===== config.mk =====
export PLATFORM = sky130hd
export DESIGN_NAME = stackPtrPair
export DESIGN_NICKNAME = d
export VERILOG_FILES = /design/src/rtl/stackPtrPkg.sv /design/src/rtl/stackPtrCtrl.sv /design/src/rtl/stackPtrData.sv /design/src/rtl/stackPtrPair.sv
export SDC_FILE = /design/constraint.sdc
export NUM_CORES = 1
export LEC_CHECK = 0
export BUFFER_PORTS_ARGS = -buffer_cell sky130_fd_sc_hd__buf_2
export CAP_MARGIN = 20
export CELL_PAD_IN_SITES_DETAIL_PLACEMENT = 0
export CELL_PAD_IN_SITES_GLOBAL_PLACEMENT = 1
export CORE_MARGIN = 2
export CORE_UTILIZATION = 25
export CTS_CLUSTER_SIZE = 40
export DETAILED_ROUTE_END_ITERATION = 12
export PLACE_DENSITY_LB_ADDON = 0.2
export SLEW_MARGIN = 10
export SYNTH_ARGS = -nofsm -noshare
export SYNTH_HDL_FRONTEND = slang
export SYNTH_SLANG_ARGS = --single-unit
export TNS_END_PERCENT = 100

===== constraint.sdc =====
create_clock -name clk -period 2 [get_ports clk]
set_input_delay 0.2 -clock clk [delete_from_list [all_inputs] [get_ports clk]]
set_output_delay 0.2 -clock clk [all_outputs]
set_load 0.03 [all_outputs]

===== src/rtl/stackPtrPkg.sv =====
`timescale 1ns/1ps
package stackPtrPkg;

  typedef enum logic {
    DBG_ACTIVE    = 1'b0,
    DBG_ALTERNATE = 1'b1
  } dbgSel_e;

  // Strobes from control to datapath for one cycle
  typedef struct packed {
    logic actCoreLd;  // load active from core data
    logic actDbgLd;   // load active from debug data
    logic altDbgLd;   // load alternate from debug data
    logic swapRoles;  // exchange active/alternate after loads
  } spStrobes_t;

endpackage


===== src/rtl/stackPtrCtrl.sv =====
`timescale 1ns/1ps
module stackPtrCtrl
  import stackPtrPkg::*;
(
  input  logic       clk,
  input  logic       rstN,
  input  logic       coreWe,
  input  logic       dbgWe,
  input  logic       dbgSel,
  input  logic       modeWe,
  input  logic       modeVal,
  output spStrobes_t strb,
  output logic       supBit
);

  logic supBitQ;
  logic modeToggle;
  logic dbgHitsActive;
  logic dbgHitsAlt;

  assign modeToggle    = modeWe && (modeVal != supBitQ);
  assign dbgHitsActive = dbgWe && (dbgSel == DBG_ACTIVE);
  assign dbgHitsAlt    = dbgWe && (dbgSel == DBG_ALTERNATE);

  always_comb begin
    strb           = '0;
    strb.actDbgLd  = dbgHitsActive;
    strb.actCoreLd = coreWe && !dbgHitsActive;  // debug wins on active
    strb.altDbgLd  = dbgHitsAlt;
    strb.swapRoles = modeToggle;
  end

  always_ff @(posedge clk or negedge rstN) begin
    if (!rstN) supBitQ <= 1'b1;
    else if (modeToggle) supBitQ <= modeVal;
  end

  assign supBit = supBitQ;

  AST_SUP_FOLLOWS: assert property (@(posedge clk) disable iff (!rstN)
    (modeWe && (modeVal != supBitQ)) |=> (supBitQ == $past(modeVal)));

  AST_SUP_HOLD: assert property (@(posedge clk) disable iff (!rstN)
    (!modeWe || (modeVal == supBitQ)) |=> $stable(supBitQ));

  AST_CORE_YIELDS: assert property (@(posedge clk) disable iff (!rstN)
    (coreWe && dbgWe && (dbgSel == DBG_ACTIVE)) |-> !strb.actCoreLd);

  AST_ONE_ACT_SRC: assert property (@(posedge clk) disable iff (!rstN)
    !(strb.actCoreLd && strb.actDbgLd));

endmodule


===== src/rtl/stackPtrData.sv =====
`timescale 1ns/1ps
module stackPtrData
  import stackPtrPkg::*;
#(
  parameter int DATA_W = 32
) (
  input  logic              clk,
  input  logic              rstN,
  input  spStrobes_t        strb,
  input  logic [DATA_W-1:0] coreWdata,
  input  logic [DATA_W-1:0] dbgWdata,
  input  logic              dbgSel,
  output logic [DATA_W-1:0] activeOut,
  output logic [DATA_W-1:0] dbgOut
);

  localparam logic [DATA_W-1:0] RESET_VAL = '0;

  logic [DATA_W-1:0] activeQ, altQ;
  logic [DATA_W-1:0] actPre, altPre;
  logic [DATA_W-1:0] activeD, altD;

  // Stage 1: apply writes
  always_comb begin
    actPre = activeQ;
    if (strb.actCoreLd) actPre = coreWdata;
    if (strb.actDbgLd)  actPre = dbgWdata;
    altPre = strb.altDbgLd ? dbgWdata : altQ;
  end

  // Stage 2: role swap after writes
  always_comb begin
    if (strb.swapRoles) begin
      activeD = altPre;
      altD    = actPre;
    end else begin
      activeD = actPre;
      altD    = altPre;
    end
  end

  always_ff @(posedge clk or negedge rstN) begin
    if (!rstN) begin
      activeQ <= RESET_VAL;
      altQ    <= RESET_VAL;
    end else begin
      activeQ <= activeD;
      altQ    <= altD;
    end
  end

  assign activeOut = activeQ;
  assign dbgOut    = (dbgSel == DBG_ALTERNATE) ? altQ : activeQ;

  AST_SWAP_TO_ACTIVE: assert property (@(posedge clk) disable iff (!rstN)
    (strb.swapRoles && !strb.altDbgLd) |=> (activeQ == $past(altQ)));

  AST_SWAP_TO_ALT: assert property (@(posedge clk) disable iff (!rstN)
    (strb.swapRoles && !strb.actCoreLd && !strb.actDbgLd) |=> (altQ == $past(activeQ)));

  AST_CORE_BEFORE_SWAP: assert property (@(posedge clk) disable iff (!rstN)
    (strb.swapRoles && strb.actCoreLd) |=> (altQ == $past(coreWdata)));

  AST_DBG_ALT_BEFORE_SWAP: assert property (@(posedge clk) disable iff (!rstN)
    (strb.swapRoles && strb.altDbgLd) |=> (activeQ == $past(dbgWdata)));

  AST_IDLE_HOLD: assert property (@(posedge clk) disable iff (!rstN)
    (strb == '0) |=> ($stable(activeQ) && $stable(altQ)));

endmodule


===== src/rtl/stackPtrPair.sv =====
`timescale 1ns/1ps
module stackPtrPair
  import stackPtrPkg::*;
#(
  parameter int DATA_W = 32
) (
  input  logic              clk,
  input  logic              rstN,
  input  logic              coreWe,
  input  logic [DATA_W-1:0] coreWdata,
  output logic [DATA_W-1:0] coreRdata,
  input  logic              modeWe,
  input  logic              modeVal,
  output logic              supBit,
  input  logic              dbgWe,
  input  logic              dbgSel,
  input  logic [DATA_W-1:0] dbgWdata,
  output logic [DATA_W-1:0] dbgRdata
);

  spStrobes_t strb;

  stackPtrCtrl u_ctrl (
    .clk     (clk),
    .rstN    (rstN),
    .coreWe  (coreWe),
    .dbgWe   (dbgWe),
    .dbgSel  (dbgSel),
    .modeWe  (modeWe),
    .modeVal (modeVal),
    .strb    (strb),
    .supBit  (supBit)
  );

  stackPtrData #(.DATA_W(DATA_W)) u_data (
    .clk       (clk),
    .rstN      (rstN),
    .strb      (strb),
    .coreWdata (coreWdata),
    .dbgWdata  (dbgWdata),
    .dbgSel    (dbgSel),
    .activeOut (coreRdata),
    .dbgOut    (dbgRdata)
  );

endmodule


==> results by group <==
Pwr
  • Seq pwr share: 34.1%
  • Lkg Pwr: 2.86 nW
  • Clock share of power: around 27%
  • Worst vdd ir: around 430 uV
  • Sw Ratio: 38.1%
  • Combinational fraction of design power: just under 40%
  • Cell-internal power: 3.37 mW
  • Sw power: just over 2 mW
  • Power Dens Cells: between 1000 and 1500 nW/um^2

Timing
  • Max_slew headroom: 75.9%
  • Slew Viols, Final: 0
  • Worst Skew: 0.00415 ns
  • Setup TNS: 0 ns
  • Final period utilization: 70.3%
  • Slew @ Worst Pin: 0.361 ns
  • FMAX: 0.711 GHz
  • Final-report hold violation count: 0
  • Final min period: ~1.4 ns
  • Setup violators final: 0
  • Unrepaired setup endpoints after global routing: false

Placed design
  • Area of placed instances: 4800 sq um
  • GP Congestion: 0.700
  • Inst Count DP: just over 600
  • Detailed Place HPWL: 7010 um
  • Port Buffer Count: 135

Worst setup path
  • CP endpoint kind: primary output
  • Critical path type: flop to primary output
  • Reg2reg start: u_ctrl.supBit$_DFFE_PN1P_
  • Worst path arrival time: 1.21 ns
  • Crit. Startpoint: u_data.activeOut[27]$_DFF_PN0_
  • Setup crit start kind: flop
  • Critical path fanouts, max: 3
  • CP required: 1.80 ns

Cells and area
  • Nets: 489
  • Layout Utilization: around a third
  • P&R area growth vs syn: 29.9%
  • Share of cells above drive strength 1: about 52%
  • Post-route cell area: 5090 sq um
  • Finished Layout Cells: 634
  • Antenna cells: 0

Logic synthesis
  • Post-synth top area cell: dfrtp_1
  • Simple-gate portion of the synthesized area: 0.670%
  • Post-synthesis mux area share: around 52%
  • Async SR Flop Fraction: 100%
  • Post-Syn Instances: 283
  • #FFs+latches synth: 65
  • Register area share after synthesis: between 40% and 50%
  • Syn_nets: ~350
  • Top cells by count, synth: 128 x mux2i_1, 64 x dfrtp_1, 44 x mux2_2
  • Cell area after synthesis: 3920 sq um
  • EDFF count, synth: 0
  • Largest family of logic cells by synthesized area: multiplexers
  • Netlist cell types: 13
  • Top cells by area, synth: dfrtp_1 41%, mux2i_1 33%, mux2_2 13%, buf_6 4.3%, mux2_4 3.8%
  • Synth top area share: 40.9%
  • XOR/XNOR Fraction of Synth Area: less than 1%
  • Synth Warn #: 0
  • Most frequent cell after synthesis: mux2i_1
  • Adder and majority cell fraction of the synthesized area: 0%
  • Mapped Avg Cell Area: ~14 sq um
  • Synth Area in Compound Gates: 0%
  • Ys flop type: dfrtp_1

Floorplan
  • Core area: 15300 sq um
  • Die height: 129 um
  • Row cnt: 45
  • Chip Width: 129 um
  • Area of the die: approximately 17000 sq um
  • Io pins: roughly 140
  • Initial Util: 25.7%

Clock tree
  • CTS tree: yes
  • H-tree Lvls: 3
  • Reg clk slew, reported paths: ~0.060 ns
  • Post-CTS setup buffers: 0
  • Max Buffers Root-to-Sink: 2
  • CTS buffer count: 9
  • Root Buffer: clkbuf_16
  • Clock Latency Late Sink: 0.33 ns
  • # resized after CTS: 0
  • CTS sink count: 65

Routing
  • Total Wirelength: 10000 um
  • Total number of vias: 2756
  • Max Used Layer: met4
  • Wire length on met3: 654 um
  • Met2 wire length: 4980 um
  • Initial DRC Count: 42
  • WL per Instance: 15.8 um
  • # DRC: 0
  • Via/cell ratio: 4.35
  • Routed Antenna Nets: 0
  • Wire length on met1: 4210 um
  • DRT Pass-1 Iters: 3

Run status
  • Run status: completed

Global route
  • First-pass GRT wire length: 15500 um
  • Initial antenna violation count: 0
  • Total GRT Usage: 12.3%
  • GRT overflow: 0
  • Largest net degree at the start of global routing: 66
  • Vias in the first global route: 2864

Hold path
  • HP Class: primary input to flop
  • Hold_sp: modeVal

Flow run
  • Max_cap viols: 0
==> power by group through the flow <==
stage | combinational, mW | sequential [mW] | clock [mW]
2_1_floorplan | 1.27 | 2.12 | 0
6_report | 2.10 | 1.86 | 1.48
5_1_grt | 2.26 | 1.90 | 1.60
3_3_place_gp | 2.11 | 1.88 | 0
4_1_cts | 2.14 | 1.86 | 1.54
3_5_place_dp | 2.13 | 1.88 | 0
==> worst paths after layout <==
kind	slack, ns	to	cells after the start
setup / recovery	0.59	dbgRdata[27]	2
max in group asynchronous	1.27	u_ctrl.supBit$_DFFE_PN1P_	3
min in group asynchronous	0.40	u_data.altQ[30]$_DFF_PN0_	3
setup reg to reg	0.64	u_data.activeOut[14]$_DFF_PN0_	4
hold / removal	0.13	u_ctrl.supBit$_DFFE_PN1P_	2
hold reg to reg	0.58	u_data.activeOut[10]$_DFF_PN0_	2
==> per-layer routing <==
metal	up-vias	global-route usage, %
met5	-	0
met4	0	5.75
met3	13	3.30
met2	78	20.7
met1	1348	14.7
li1	1317	-
==> flip-flops by register name, indices dropped and copies added, names as in the netlist <==
signal,flops
u_data.activeOut,32
u_data.altQ,32
u_ctrl.supBit,1
==> placed cells by master (no fill, tap or decap), drive strengths merged <==
cell type and n:
mux2 65, dfstp 1, clkinvlp 2, dlygate4sd3 1, buf 144, mux2i 128, xor2 1, nand2 2
nand2b 1, clkinv 3, clkbuf 11, dfrtp 64
==> timing repair <==
item / 4_1_cts / 5_1_grt
endpoints found under the setup margin: 0 / 0
hold endpoints to repair: 64 / 0
hold buffers: 1 / 0
==> cells by family (layout without fill, tap and decap cells) <==
group	count (synthesis)	after routing
AND/OR/NAND/NOR	3	3
multiplexers	193	193
flip-flops	65	65
buffers and inverters	21	161
XOR/XNOR	1	1
==> stage by stage <==
stage          power (mW)  hold slack (ns)  setup slack (ns)
2_1_floorplan        3.39          -0.0956             0.572
3_3_place_gp         3.99            0.252             0.631
3_5_place_dp         4.01            0.248             0.611
4_1_cts              5.54            0.105             0.576
5_1_grt              5.77            0.108             0.547
6_report             5.44            0.127             0.594
==> layout make-up <==
cell class                 instances  area [sq um]
tap                              211           264
multi-input combinational        197          2090
fill                            1554         10200
sequential                        65          1630
clock inverter                     5          30.0
clock buffer                      11           253
timing repair buffer             145           828
==> critical path, stage by stage, from the launching register on <==
cell and delay, ns:
dfrtp_1 0.40, mux2_2 0.28, buf_2 0.18
No activity file was read; power rests on OpenSTA's default activity.
